### config.mk
export PLATFORM = sky130hd
export DESIGN_NAME = uart_err_unit
export DESIGN_NICKNAME = d
export VERILOG_FILES = /design/src/rtl/uart_err_pkg.sv /design/src/rtl/uart_tx_parity.sv /design/src/rtl/uart_rx_store.sv /design/src/rtl/uart_err_flags.sv /design/src/rtl/uart_err_unit.sv
export SDC_FILE = /design/constraint.sdc
export NUM_CORES = 1
export LEC_CHECK = 0
export BUFFER_PORTS_ARGS = -buffer_cell sky130_fd_sc_hd__buf_2
export CORE_UTILIZATION = 25
export DETAILED_ROUTE_END_ITERATION = 10
export PLACE_DENSITY = 0.42
export SYNTH_ARGS = -nofsm -noshare
export SYNTH_HDL_FRONTEND = slang
export SYNTH_SLANG_ARGS = --single-unit
### constraint.sdc
create_clock -name clk -period 6 [get_ports clk]
set_input_delay 0.3 -clock clk [delete_from_list [all_inputs] [get_ports clk]]
set_output_delay 0.3 -clock clk [all_outputs]
set_load 0.02 [all_outputs]
### src/rtl/uart_err_pkg.sv
package uart_err_pkg;

  typedef enum logic [1:0] {
    MODE_SYNC_CLKOUT = 2'b00,
    MODE_SYNC_CLKIN  = 2'b01,
    MODE_UART7       = 2'b10,
    MODE_UART8       = 2'b11
  } ser_mode_t;

  localparam int FLAG_OVR  = 0;
  localparam int FLAG_PAR  = 1;
  localparam int FLAG_FERR = 2;
  localparam int NFLAGS    = 3;

  // parity bit that completes the frame: over 8 bits when wide, else bits 6:0
  function automatic logic par_bit(input logic [7:0] bits, input logic wide,
                                   input logic even_sel);
    logic x;
    x = wide ? ^bits : ^bits[6:0];
    return even_sel ? x : ~x;
  endfunction

  function automatic logic is_uart(input ser_mode_t m);
    return (m == MODE_UART7) || (m == MODE_UART8);
  endfunction

endpackage

### src/rtl/uart_tx_parity.sv
module uart_tx_parity
  import uart_err_pkg::*;
(
  input  logic       clk,
  input  logic       rst_n,
  input  ser_mode_t  mode,
  input  logic       par_en,
  input  logic       par_even,
  input  logic       wr,
  input  logic [7:0] wdata,
  output logic [7:0] tx_buf,
  output logic       tx_bit9
);

  always_ff @(posedge clk or negedge rst_n) begin
    if (!rst_n) begin
      tx_buf  <= '0;
      tx_bit9 <= 1'b0;
    end else if (wr) begin
      tx_bit9 <= 1'b0;
      tx_buf  <= wdata;
      if (par_en && mode == MODE_UART7)
        tx_buf <= {par_bit(wdata, 1'b0, par_even), wdata[6:0]};
      if (par_en && mode == MODE_UART8)
        tx_bit9 <= par_bit(wdata, 1'b1, par_even);
    end
  end

  // holding register only moves on a write
  a_r4_tx_hold: assert property (@(posedge clk) disable iff (!rst_n)
    !wr |=> ($stable(tx_buf) && $stable(tx_bit9)));

  // total ones across the 8 stored bits follow the parity sense
  a_r2_tx7_total: assert property (@(posedge clk) disable iff (!rst_n)
    (wr && par_en && mode == MODE_UART7) |=> ((^tx_buf) == !$past(par_even)));

  // data plus ninth bit follow the parity sense
  a_r3_tx8_total: assert property (@(posedge clk) disable iff (!rst_n)
    (wr && par_en && mode == MODE_UART8) |=> ((^{tx_bit9, tx_buf}) == !$past(par_even)));

endmodule

### src/rtl/uart_rx_store.sv
module uart_rx_store #(
  parameter int DEPTH = 4,
  parameter int DW    = 9,
  localparam int CW   = $clog2(DEPTH + 1),
  localparam int PW   = (DEPTH > 1) ? $clog2(DEPTH) : 1
) (
  input  logic          clk,
  input  logic          rst_n,
  input  logic          fifo_en,
  input  logic [CW-1:0] lim,
  input  logic          push,
  input  logic [DW-1:0] push_data,
  input  logic          pop,
  output logic [DW-1:0] head,
  output logic          head_valid,
  output logic          accept,
  output logic          reject
);

  logic [DW-1:0] mem [DEPTH];
  logic [PW-1:0] wptr, rptr;
  logic [CW-1:0] cnt, cap;
  logic          do_pop, room;

  function automatic logic [CW-1:0] clamp_lim(input logic [CW-1:0] l);
    if (l == '0) return CW'(1);
    if (l > CW'(DEPTH)) return CW'(DEPTH);
    return l;
  endfunction

  function automatic logic [PW-1:0] nxt(input logic [PW-1:0] p);
    return (p == PW'(DEPTH - 1)) ? '0 : p + PW'(1);
  endfunction

  assign cap    = fifo_en ? clamp_lim(lim) : CW'(1);
  assign do_pop = pop && (cnt != '0);
  assign room   = (cnt < cap) || do_pop;
  assign accept = push && room;
  assign reject = push && !room;
  assign head   = mem[rptr];
  assign head_valid = (cnt != '0);

  always_ff @(posedge clk or negedge rst_n) begin
    if (!rst_n) begin
      wptr <= '0;
      rptr <= '0;
      cnt  <= '0;
    end else begin
      if (accept) wptr <= nxt(wptr);
      if (do_pop) rptr <= nxt(rptr);
      cnt <= cnt + CW'(accept) - CW'(do_pop);
    end
  end

  generate
    for (genvar i = 0; i < DEPTH; i++) begin : g_slot
      always_ff @(posedge clk or negedge rst_n) begin
        if (!rst_n)                           mem[i] <= '0;
        else if (accept && wptr == PW'(i))    mem[i] <= push_data;
      end
    end
  endgenerate

  // a dropped frame leaves the occupancy and the head untouched
  a_r8_reject_keeps: assert property (@(posedge clk) disable iff (!rst_n)
    reject |=> ($stable(cnt) && $stable(head)));

  // occupancy never exceeds the physical depth
  a_r9_cnt_bound: assert property (@(posedge clk) disable iff (!rst_n)
    cnt <= CW'(DEPTH));

endmodule

### src/rtl/uart_err_flags.sv
module uart_err_flags #(
  parameter int N = 3
) (
  input  logic         clk,
  input  logic         rst_n,
  input  logic [N-1:0] set,
  input  logic         clr,
  output logic [N-1:0] flags
);

  generate
    for (genvar i = 0; i < N; i++) begin : g_flag
      always_ff @(posedge clk or negedge rst_n) begin
        if (!rst_n)      flags[i] <= 1'b0;
        else if (set[i]) flags[i] <= 1'b1;
        else if (clr)    flags[i] <= 1'b0;
      end

      // an event in the read cycle survives the clear
      a_r12_set_wins: assert property (@(posedge clk) disable iff (!rst_n)
        set[i] |=> flags[i]);

      // read with no new event clears the flag
      a_r12_clear: assert property (@(posedge clk) disable iff (!rst_n)
        (clr && !set[i]) |=> !flags[i]);
    end
  endgenerate

endmodule

### src/rtl/uart_err_unit.sv
module uart_err_unit
  import uart_err_pkg::*;
#(
  parameter int FIFO_DEPTH = 4,
  localparam int LIMW = $clog2(FIFO_DEPTH + 1)
) (
  input  logic            clk,
  input  logic            rst_n,
  input  logic [1:0]      cfg_mode,
  input  logic            cfg_par_en,
  input  logic            cfg_par_even,
  input  logic            cfg_fifo_en,
  input  logic [LIMW-1:0] cfg_fifo_lim,
  input  logic            tx_wr,
  input  logic [7:0]      tx_wdata,
  input  logic            tx_underrun,
  output logic [7:0]      tx_buf,
  output logic            tx_bit9,
  input  logic            rx_done,
  input  logic [7:0]      rx_data,
  input  logic            rx_bit9,
  input  logic            rd_buf,
  output logic [7:0]      rd_data,
  output logic            rd_bit9,
  output logic            rd_valid,
  input  logic            stat_rd,
  output logic [2:0]      stat_flags
);

  ser_mode_t mode;
  logic      uart_m, wide, exp_par, got_par, frame_perr;
  logic      rx_accept, rx_reject;
  logic      ovr_evt, par_evt, ferr_evt;
  logic [8:0] head;
  logic [NFLAGS-1:0] set_vec;

  assign mode    = ser_mode_t'(cfg_mode);
  assign uart_m  = is_uart(mode);
  assign wide    = (mode == MODE_UART8);
  assign exp_par = par_bit(rx_data, wide, cfg_par_even);
  assign got_par = wide ? rx_bit9 : rx_data[7];
  assign frame_perr = uart_m && cfg_par_en && (exp_par != got_par);

  uart_tx_parity u_tx (
    .clk(clk), .rst_n(rst_n), .mode(mode), .par_en(cfg_par_en),
    .par_even(cfg_par_even), .wr(tx_wr), .wdata(tx_wdata),
    .tx_buf(tx_buf), .tx_bit9(tx_bit9)
  );

  uart_rx_store #(.DEPTH(FIFO_DEPTH), .DW(9)) u_store (
    .clk(clk), .rst_n(rst_n), .fifo_en(cfg_fifo_en), .lim(cfg_fifo_lim),
    .push(rx_done), .push_data({rx_bit9, rx_data}), .pop(rd_buf),
    .head(head), .head_valid(rd_valid), .accept(rx_accept), .reject(rx_reject)
  );

  assign rd_data = head[7:0];
  assign rd_bit9 = head[8];

  // named event wires
  assign ovr_evt  = rx_reject && (mode != MODE_SYNC_CLKOUT);
  assign par_evt  = uart_m ? (rx_accept && frame_perr) : tx_underrun;
  assign ferr_evt = rx_accept && frame_perr && cfg_fifo_en;

  always_comb begin
    set_vec            = '0;
    set_vec[FLAG_OVR]  = ovr_evt;
    set_vec[FLAG_PAR]  = par_evt;
    set_vec[FLAG_FERR] = ferr_evt;
  end

  uart_err_flags #(.N(NFLAGS)) u_flags (
    .clk(clk), .rst_n(rst_n), .set(set_vec), .clr(stat_rd), .flags(stat_flags)
  );

  // in clock-output mode a status read always leaves overrun clear
  a_r11_no_ovr_clkout: assert property (@(posedge clk) disable iff (!rst_n)
    (mode == MODE_SYNC_CLKOUT && stat_rd) |=> !stat_flags[FLAG_OVR]);

  // underrun in a synchronous mode raises the shared flag
  a_r7_underrun: assert property (@(posedge clk) disable iff (!rst_n)
    (!uart_m && tx_underrun) |=> stat_flags[FLAG_PAR]);

  // aggregate error never set while FIFO is disabled, after a read
  a_r10_ferr_off: assert property (@(posedge clk) disable iff (!rst_n)
    (!cfg_fifo_en && stat_rd) |=> !stat_flags[FLAG_FERR]);

  // arrival with a read pending on a non-empty store is never an overrun
  a_r13_pop_room: assert property (@(posedge clk) disable iff (!rst_n)
    (rx_done && rd_buf && rd_valid) |-> !ovr_evt);

endmodule

==> impl_summary.log, run 1 <==
[metrics] sequential cell area fraction in the yosys report: 0.4781
[metrics] number of nets still failing antenna checks after routing: 0
[metrics] Worst-Skew Late Latency: approximately 0.30 ns
[metrics] start point of the critical path: u_store.cnt[1]
[metrics] core area: roughly 11000 um^2
[metrics] syn_area_per_cell: 15.40 um^2
[metrics] status: finished, final reports clean
[metrics] synthesized net count: 229
[metrics] part of the cycle the worst path needs: 0.3801
[metrics] Finish-stage setup viols: 0
[metrics] Tot GR Track Use: 0.1072
[metrics] final net count: roughly 290
[metrics] pre-CTS worst setup slack: between 3 and 4 ns
[metrics] sum of overflow across all layers after global routing: 0
[metrics] setup TNS: 0 ns
[metrics] pin slew with the least headroom to its limit: between 0.7 and 0.8 ns
[metrics] final period demand of the worst path: approximately 2.3 ns
[metrics] drt drc: 0
[metrics] post-CTS setup buffers: 0
[metrics] via count of the first global-routing pass: about 1800
[metrics] number of sinks handled by clock tree synthesis: between 50 and 60
[metrics] maximum operating frequency: around 440 MHz
[metrics] Hold Buf Count CTS: 0
[metrics] post-layout utilization of the core: 0.3141
[metrics] number of endpoints with negative hold slack in the final report: 0
[metrics] number of design-rule violations left by the first detailed-router iteration: between 40 and 50
[metrics] standard cell area after detailed placement: 3314 um^2
[metrics] routed wire length per instance: around 15 um
[metrics] fin. max-slew vios: 0
[metrics] Buffers on Ports: 53
[metrics] DIE HEIGHT: ~110 um
[metrics] final estimated routing congestion in global placement: about 0.68
[metrics] pin count of the biggest net entering global routing: between 50 and 60
[metrics] HPWL after DPL: between 3 and 4 mm
[metrics] worst setup path endpoint: u_store.cnt[2]
[metrics] via count of the routed design: roughly 1700
[metrics] # Max-Cap Violations: 0
[metrics] Hold Crit Class: in -> async
[metrics] full die area: 11950 um^2
[metrics] cells on worst reg2reg path: 10
[metrics] endpoint arrival time on the critical path: roughly 2.5 ns
[metrics] category of the critical setup timing path: reg -> reg
[metrics] TritonCTS clock tree: done
[metrics] Core Rows: 38
[metrics] Detailed Route WL: a little under 6 mm
[metrics] Seq cells post-synth: 55
[metrics] die width: around 110 um
[metrics] FF-to-FF Start: u_store.cnt[1]
[metrics] 1st-pass router iterations: 4
[metrics] count of H-tree levels built during CTS: 2
[metrics] Setup WS post-layout: roughly 3.7 ns
[metrics] Leakage: between 1.5 and 2 nW
[metrics] maximum vdd drop: between 0.0002 and 0.00025 V
[metrics] post-synthesis instance area: 2879 um^2
[metrics] number of gates resized after CTS: 0
[metrics] proportion of synthesized flip-flops having asynchronous set or reset: 1.000
[metrics] I/O pins: 54
[metrics] initial core utilization: 0.2610
[metrics] antenna violations before repair: 0
[metrics] root buffer selected by CTS: sky130_fd_sc_hd__clkbuf_16
[metrics] remaining max-slew budget at the tightest pin: 0.5017
[metrics] wire length of the first global-routing pass: 9.480 mm
[metrics] commonest cells after routing, fill and taps aside: sky130_fd_sc_hd__dfrtp_1, sky130_fd_sc_hd__buf_2, sky130_fd_sc_hd__mux2_4, sky130_fd_sc_hd__xnor2_1
[metrics] ratio of cells with drive above 1 in the final layout: 0.5081
[metrics] endpoint type of the worst setup path: register
[metrics] CTS Buffer Depth: 2
[metrics] hold_ws: between 0.1 and 0.15 ns
[metrics] setup repair after global routing missed its margin: false
[metrics] number of vias per cell: around 4.3
[metrics] clock-pin slew on the worst setup and hold paths: 0.07 ns
[metrics] Synth Flop Type: sky130_fd_sc_hd__dfrtp_1
[metrics] reg-to-reg critical path endpoint: u_store.cnt[2]
[metrics] Synth warnings: 0
[metrics] R2R Setup Slk: about 3.7 ns
[metrics] area added between synthesis and finish: 20.34%
[metrics] Data required, critical path: between 6 and 7 ns
[metrics] power density over the cells: between 500 and 600 nW/um^2
[metrics] final cell area excluding filler cells: 3465 um^2
[metrics] kind of launch point of the worst setup path: register
[metrics] EDFF count, synth: 0
[metrics] biggest fanout along the worst timing path: 9
[metrics] count of distinct cell types in the synthesized netlist: 32
[metrics] commonest non-fill, non-tap cell in the layout: sky130_fd_sc_hd__dfrtp_1
[metrics] gate count of the mapped netlist: 187
[metrics] number of buffers created by CTS: 5
[metrics] diode count: 0
[metrics] Final Skew: approximately 0.0084 ns
## per-stage QoR
| step | power, W | cells |
|---|---|---|
| finish | 0.001774 | 386 |
| global route | 0.001898 | 386 |
| CTS | 0.001808 | 386 |
| detailed placement | 0.001499 | 378 |
| global placement | 0.001494 | 378 |
| floorplan | 0.001292 | 187 |
## sequential cells by signal, indices dropped and copies added (netlist names)
signal	cells
u_store.mem	36
u_tx.tx_buf	8
u_flags.flags	3
u_tx.tx_bit9	1
u_store.rptr	2
u_store.wptr	2
u_store.cnt	3
## power by group
group	switching, W	internal [W]
sequential	0.000133	0.000532
combinational	0.000359	0.000456
clock	0.000138	0.000156
## logic make-up after synthesis
logic type	count (synthesis)	share of synthesized area
flops	55	0.4781
mux	54	0.2934
simple gates	22	0.06345
xor+xnor	19	0.05780
compound gates	14	0.04129
buf+inv	13	0.01999
fa+ha+maj	10	0.04607
## worst min-delay path by stage
stage / from / endpoint / slack, ns / depth (start not counted)
floorplan: rst_n / u_flags.flags[0] / 0.004 / 0
global placement: u_tx.tx_buf[7] / u_tx.tx_buf[7] / 0.48 / 1
detailed placement: u_flags.flags[2] / u_flags.flags[2] / 0.48 / 2
CTS: rst_n / u_store.mem[20] / 0.18 / 2
global route: rst_n / u_store.mem[20] / 0.22 / 2
finish: rst_n / u_store.mem[7] / 0.15 / 2
## worst max-delay path, stage by stage, from the launching register on
cell	delay, ns
sky130_fd_sc_hd__dfrtp_1	0.44
sky130_fd_sc_hd__ha_1	0.30
sky130_fd_sc_hd__o21ai_1	0.05
sky130_fd_sc_hd__a21oi_1	0.21
sky130_fd_sc_hd__o31ai_4	0.10
sky130_fd_sc_hd__nand2_4	0.11
sky130_fd_sc_hd__inv_8	0.07
sky130_fd_sc_hd__ha_1	0.21
sky130_fd_sc_hd__fa_1	0.38
sky130_fd_sc_hd__xor2_1	0.16
sky130_fd_sc_hd__xnor2_1	0.12
## synth_stat cells (3+ instances only)
master	n	area share
sky130_fd_sc_hd__xnor2_1	17	0.052
sky130_fd_sc_hd__inv_1	9	0.012
sky130_fd_sc_hd__mux2_2	9	0.035
sky130_fd_sc_hd__o21ai_1	3	0.0052
sky130_fd_sc_hd__nand2_1	4	0.0052
sky130_fd_sc_hd__dfrtp_1	55	0.48
sky130_fd_sc_hd__nand2_8	4	0.028
sky130_fd_sc_hd__mux2_4	36	0.19
sky130_fd_sc_hd__nor2_1	4	0.0052
sky130_fd_sc_hd__mux4_2	9	0.070
sky130_fd_sc_hd__ha_1	9	0.039
sky130_fd_sc_hd__nand2b_1	4	0.0087
## cell type report
type                            count  area [um^2]
Sequential cell                    55         1376
Timing Repair Buffer               54        272.8
Clock inverter                      3        25.02
Multi-Input combinational cell    119         1445
Clock buffer                        5        125.1
Tap cell                          140        175.2
Inverter                           10        45.04
Fill cell                        1129         7566
## per-layer routing
layer	track usage	wire [um]	up-vias
li1	-	-	781
met1	0.1534	3003	817
met2	0.1608	2516	49
met3	0.02608	392	5
met4	0.02857	51	0
met5	0	0	-
No activity file was read; power rests on OpenSTA's default activity.
==> run 2, diff against run 1 <==
- ABC_AREA: not set -> 1
- clock period: 6 -> 2.1 ns (I/O delays scaled with it)
==> impl_summary.log, run 2 <==
[metrics] maximum vdd drop: between 0.0004 and 0.0005 V
[metrics] most common cell in the synthesized netlist: sky130_fd_sc_hd__nand2_1
[metrics] Synth warnings: 0
[metrics] setup repair after global routing missed its margin: false
[metrics] # Max-Cap Violations: 0
[metrics] full die area: 11740 um^2
[metrics] number of buffers created by CTS: 5
[metrics] pin count of the biggest net entering global routing: 56
[metrics] category of the critical setup timing path: reg -> reg
[metrics] share of the synthesized area in the top cell type: 0.4867
[metrics] Buffers on Ports: between 50 and 60
[metrics] status: finished, final reports clean
[metrics] count of distinct cell types in the synthesized netlist: 25
[metrics] HPWL after DPL: approximately 4.8 mm
[metrics] Setup WS post-layout: 0.06932 ns
[metrics] leading cell types by count after synthesis: sky130_fd_sc_hd__nand2_1, sky130_fd_sc_hd__dfrtp_1, sky130_fd_sc_hd__o21ai_0
[metrics] number of vias per cell: around 4.3
[metrics] post-synthesis instance area: about 2800 um^2
[metrics] number of cells on the worst hold path: 3
[metrics] proportion of synthesized flip-flops having asynchronous set or reset: 1.000
[metrics] largest cells by area after synthesis: sky130_fd_sc_hd__dfrtp_1, sky130_fd_sc_hd__nand2_1, sky130_fd_sc_hd__o21ai_0
[metrics] diode count: 0
[metrics] pin slew with the least headroom to its limit: between 0.4 and 0.5 ns
[metrics] via count of the routed design: 2324
[metrics] area added between synthesis and finish: 23.27%
[metrics] Largest regs: u_store.mem (36), u_tx.tx_buf (8)
[metrics] number of sinks handled by clock tree synthesis: between 50 and 60
[metrics] Data required, critical path: roughly 2.3 ns
[metrics] initial core utilization: 0.2586
[metrics] Final Skew: about 0.0087 ns
[metrics] fin. max-slew vios: 0
[metrics] root buffer selected by CTS: sky130_fd_sc_hd__clkbuf_16
[metrics] maximum operating frequency: just under 500 MHz
[metrics] number of nets still failing antenna checks after routing: 0
[metrics] Seq cells post-synth: 55
[metrics] DIE HEIGHT: ~110 um
[metrics] final net count: between 400 and 500
[metrics] I/O pins: 54
[metrics] commonest cells after routing, fill and taps aside: sky130_fd_sc_hd__nand2_1, sky130_fd_sc_hd__dfrtp_1, sky130_fd_sc_hd__buf_2, sky130_fd_sc_hd__o21ai_0, sky130_fd_sc_hd__nor2_1
[metrics] Hold Crit Class: in -> reg
[metrics] endpoint type of the worst setup path: register
[metrics] remaining max-slew budget at the tightest pin: 0.7077
[metrics] final period demand of the worst path: about 2.0 ns
[metrics] CTS Buffer Depth: 2
[metrics] Core Rows: 38
[metrics] syn_area_per_cell: approximately 8.3 um^2
[metrics] power density over the cells: about 1400 nW/um^2
[metrics] kind of launch point of the worst setup path: register
[metrics] biggest fanout along the worst timing path: 3
[metrics] number of endpoints with negative hold slack in the final report: 0
[metrics] core area: roughly 11000 um^2
[metrics] gate count of the mapped netlist: 339
[metrics] EDFF count, synth: 0
[metrics] synthesized net count: between 300 and 400
[metrics] number of design-rule violations left by the first detailed-router iteration: 88
[metrics] endpoint arrival time on the critical path: about 2.2 ns
[metrics] final estimated routing congestion in global placement: between 0.7 and 0.8
[metrics] part of the cycle the worst path needs: 0.9670
[metrics] Leakage: approximately 1.8 nW
[metrics] routed wire length per instance: 12.95 um
[metrics] wire length of the first global-routing pass: between 10 and 15 mm
[metrics] via count of the first global-routing pass: between 2000 and 2500
[metrics] Tot GR Track Use: 0.1273
[metrics] setup TNS: 0 ns
[metrics] commonest non-fill, non-tap cell in the layout: sky130_fd_sc_hd__nand2_1
[metrics] clock-pin slew on the worst setup and hold paths: 0.07 ns
[metrics] Detailed Route WL: between 6 and 7 mm
[metrics] register with the highest flop count: u_store.mem
[metrics] Worst-Skew Late Latency: slightly below 0.3 ns
[metrics] die width: between 100 and 150 um
[metrics] dominant cell type by area after synthesis: sky130_fd_sc_hd__dfrtp_1
[metrics] post-layout utilization of the core: 0.3188
[metrics] TritonCTS clock tree: done
[metrics] Synth Flop Type: sky130_fd_sc_hd__dfrtp_1
[metrics] antenna violations before repair: 0
[metrics] 1st-pass router iterations: 4
[metrics] hold_ws: roughly 0.031 ns
[metrics] pre-CTS worst setup slack: -0.01330 ns
[metrics] sum of overflow across all layers after global routing: 0
[metrics] Largest register FFs: 36
[metrics] ratio of cells with drive above 1 in the final layout: 0.2356
[metrics] count of H-tree levels built during CTS: 2
[metrics] Finish-stage setup viols: 0
[metrics] sequential cell area fraction in the yosys report: 0.4867
[metrics] cells on worst reg2reg path: 8
[metrics] drt drc: 0
run 2: stage by stage:
step	instance area [um^2]	power, W	cells
after detailed placement	3273	0.003783	530
final	3486	0.004748	539
after global placement	3273	0.003767	530
after floorplan	2833	0.003155	339
after CTS	3457	0.004787	539
after global routing	3486	0.005172	539
run 2: logic make-up (layout without fill, tap and decap cells):
group | Yosys count | after routing | share of synthesized area
buf+inv | 36 | 96 | 0.05884
fa+ha+maj | 10 | 10 | 0.04690
flops | 55 | 55 | 0.4867
simple gates | 155 | 155 | 0.2212
xor+xnor | 12 | 12 | 0.03717
compound gates | 71 | 71 | 0.1491
run 2: area by class of cell:
class / count / area [um^2]
clock buffers: 6 / 138.9
inverters: 27 / 101.3
flip-flops and latches: 55 / 1378
clock inverters: 2 / 35.03
fillers: 1210 / 7450
repair buffers: 61 / 340.3
well taps: 140 / 175.2
multi-input cells: 248 / 1318
run 2: metal layers:
layer | global-route usage | wire length [um] | part of all wire
met5 | 0 | 0 | 0
met4 | 0.03185 | 60 | 0.0086
met2 | 0.1970 | 3188 | 0.46
met1 | 0.1801 | 3420 | 0.49
met3 | 0.02712 | 312 | 0.045
run 2: worst paths after layout:
check	start	endpoint	slack (ns)
setup / recovery	u_store.cnt[2]	u_store.cnt[2]	0.07
hold / removal	tx_underrun	u_flags.flags[1]	0.03
setup reg to reg	u_store.cnt[2]	u_store.cnt[2]	0.07
hold reg to reg	u_tx.tx_buf[2]	u_tx.tx_buf[2]	0.47
max in group asynchronous	rst_n	u_store.cnt[1]	1.50
min in group asynchronous	rst_n	u_store.mem[4]	0.33
run 2: worst max-delay path, cell delays in order, from the launching register on:
cell	delay (ns)
sky130_fd_sc_hd__dfrtp_1	0.42
sky130_fd_sc_hd__ha_1	0.32
sky130_fd_sc_hd__nand2_1	0.07
sky130_fd_sc_hd__o21ai_2	0.19
sky130_fd_sc_hd__a21boi_4	0.07
sky130_fd_sc_hd__ha_2	0.19
sky130_fd_sc_hd__fa_2	0.37
sky130_fd_sc_hd__xnor2_2	0.14
sky130_fd_sc_hd__xor2_1	0.14
run 2: repair_timing:
action / in CTS / in global routing
hold endpoints to repair: 55 / 0
endpoints found under the setup margin: 0 / 1
hold buffers: 1 / 0
buffers inserted: 0 / 0
resized for setup: 0 / 6
run 2: power breakdown:
part | switching, W | internal, W
Sequential | 0.000260 | 0.00147
Clock | 0.000381 | 0.000594
Combinational | 0.00126 | 0.000777
Total | 0.00190 | 0.00284
==> run 3, diff against run 2 <==
==> constraint.sdc (replaced) <==
create_clock -name clk -period 2.1 [get_ports clk]
set_input_delay 0.315 -clock clk [delete_from_list [all_inputs] [get_ports clk]]
set_output_delay 0.315 -clock clk [all_outputs]
set_load 0.02 [all_outputs]
==> impl_summary.log, run 3 (synthesis gave the netlist of run 2 again) <==
[metrics] pre-CTS worst setup slack: -0.1317 ns
[metrics] endpoint type of the worst setup path: register
[metrics] count of H-tree levels built during CTS: 2
[metrics] commonest cells after routing, fill and taps aside: sky130_fd_sc_hd__nand2_1, sky130_fd_sc_hd__dfrtp_1, sky130_fd_sc_hd__buf_2, sky130_fd_sc_hd__o21ai_0, sky130_fd_sc_hd__nor2_1
[metrics] sum of overflow across all layers after global routing: 0
[metrics] Data required, critical path: roughly 2.3 ns
[metrics] number of sinks handled by clock tree synthesis: 55
[metrics] 1st-pass router iterations: 4
[metrics] initial core utilization: 0.2586
[metrics] pin slew with the least headroom to its limit: around 0.35 ns
[metrics] biggest fanout along the worst timing path: 3
[metrics] via count of the routed design: between 2000 and 2500
[metrics] routed wire length per instance: 12.88 um
[metrics] Buffers on Ports: 53
[metrics] area added between synthesis and finish: 24.96%
[metrics] Setup WS post-layout: slightly below 0.07 ns
[metrics] register with the highest flop count: u_store.mem
[metrics] final estimated routing congestion in global placement: 0.6744
[metrics] Worst-Skew Late Latency: 0.29 ns
[metrics] # Max-Cap Violations: 0
[metrics] status: finished, final reports clean
[metrics] number of design-rule violations left by the first detailed-router iteration: around 100
[metrics] I/O pins: 54
[metrics] CP cell instances: nor2_1 > nand2_1 > nand2_2 > inv_1 > ha_1 > inv_1 > ha_4 > fa_2 > xnor2_2 > xor2_1
[metrics] Largest regs: u_store.mem (36), u_tx.tx_buf (8)
[metrics] ratio of cells with drive above 1 in the final layout: 0.2401
[metrics] kind of launch point of the worst setup path: register
[metrics] wire length of the first global-routing pass: around 12 mm
[metrics] CTS Buffer Depth: 2
[metrics] uppermost layer routed: met4
[metrics] DIE HEIGHT: between 100 and 150 um
[metrics] final-layout fill cell count: roughly 1200
[metrics] critical path's largest stage delay: ~0.44 ns
[metrics] setup repair after global routing missed its margin: false
[metrics] met1 wire length: 3.322 mm
[metrics] Core Rows: 38
[metrics] Tot GR Track Use: 0.1299
[metrics] maximum vdd drop: between 0.0005 and 0.0006 V
[metrics] total met3 wirelength after detailed routing: about 380 um
[metrics] TritonCTS clock tree: done
[metrics] full die area: around 12000 um^2
[metrics] Finish-stage setup viols: 0
[metrics] remaining max-slew budget at the tightest pin: 0.7689
[metrics] final period demand of the worst path: slightly above 2 ns
[metrics] HPWL after DPL: just over 5 mm
[metrics] wire length on met2: about 3.3 mm
[metrics] root buffer selected by CTS: sky130_fd_sc_hd__clkbuf_16
[metrics] cell total after placement: ~530
[metrics] number of buffers created by CTS: 5
[metrics] number of nets still failing antenna checks after routing: 0
[metrics] drt drc: 0
[metrics] power density over the cells: roughly 1400 nW/um^2
[metrics] power after layout: about 0.0048 W
[metrics] Final Skew: ~0.0056 ns
[metrics] antenna violations before repair: 0
[metrics] post-layout utilization of the core: 0.3231
[metrics] Hold Crit Class: in -> reg
[metrics] part of the cycle the worst path needs: 0.9674
[metrics] die width: between 100 and 150 um
[metrics] Largest register FFs: 36
[metrics] pin count of the biggest net entering global routing: 33
[metrics] category of the critical setup timing path: reg -> reg
[metrics] cell repeated most along the worst path: sky130_fd_sc_hd__inv_1
[metrics] diode count: 0
[metrics] Hold Crit Start: tx_wdata[5]
[metrics] final net count: roughly 450
[metrics] clock-pin slew on the worst setup and hold paths: around 0.080 ns
[metrics] FF-to-FF Start: u_store.cnt[1]
[metrics] commonest non-fill, non-tap cell in the layout: sky130_fd_sc_hd__nand2_1
[metrics] start point of the critical path: u_store.cnt[1]
[metrics] non-filler cells, final: about 540
[metrics] Detailed Route WL: roughly 7 mm
[metrics] number of vias per cell: 4.325
[metrics] critical-path cell with the highest stage delay: sky130_fd_sc_hd__dfrtp_2
[metrics] endpoint arrival time on the critical path: between 2 and 2.5 ns
[metrics] number of endpoints with negative hold slack in the final report: 0
[metrics] fin. max-slew vios: 0
[metrics] core area: around 11000 um^2
[metrics] maximum operating frequency: roughly 490 MHz
[metrics] Leakage: roughly 1.8 nW
[metrics] via count of the first global-routing pass: between 2000 and 2500
run 3: layer usage:
layer / up-vias / track usage
met5: - / 0
li1: 1214 / -
met3: 2 / 0.03074
met2: 53 / 0.2129
met4: 0 / 0.02027
met1: 1084 / 0.1769
run 3: critical path, delay by kind of cell (launching register included):
family / cells / cell delay [ns]
buffers and inverters: 2 / 0.13
adder cells (fa/ha/maj): 3 / 0.79
AND/OR/NAND/NOR: 3 / 0.25
XOR/XNOR: 2 / 0.31
flip-flops: 1 / 0.44
run 3: report_power, final:
part           leakage [nW]  switching [W]  internal (W)  total [W]
Clock                0.0804       0.000404      0.000568   0.000972
Sequential            0.686       0.000239       0.00147    0.00171
Combinational          1.07        0.00130      0.000824    0.00212
run 3: final cells by class:
| type | instances | area, um^2 | share of cell area |
|---|---|---|---|
| timing repair buffer | 66 | 377.9 | 0.1069 |
| clock buffer | 5 | 125.1 | 0.03541 |
| inverter | 27 | 101.3 | 0.02868 |
| multi-input combinational | 248 | 1330 | 0.3764 |
| clock inverter | 3 | 46.29 | 0.01310 |
| tap | 140 | 175.2 | 0.04958 |
| sequential | 55 | 1378 | 0.3899 |
run 3: through the flow:
| step | hold WS [ns] | TNS [ns] | instance area, um^2 |
|---|---|---|---|
| finish | 0.2455 | 0 | 3533 |
| global route | 0.2428 | 0 | 3533 |
| CTS | 0.2422 | 0 | 3517 |
| detailed placement | 0.1841 | -0.2111 | 3336 |
| global placement | 0.1820 | -0.1041 | 3336 |
| floorplan | 0.01941 | -0.1116 | 2865 |
run 3: timing repair:
action                                  CTS  global route
hold buffers                              1             0
endpoints found under the hold margin     5             0
setup buffers                             0             1
endpoints found under the setup margin    0            10
resized for setup                         0             3
run 3: path summary, 6_finish.rpt:
check	to	slack (ns)	cells after the start
worst max-delay path	u_store.cnt[2]	0.07	10
worst min-delay path	u_tx.tx_buf[5]	0.25	3
worst max register to register	u_store.cnt[2]	0.07	10
worst min register to register	u_tx.tx_buf[4]	0.48	2
max in group asynchronous	u_store.cnt[1]	1.18	3
min in group asynchronous	u_store.mem[25]	0.40	2
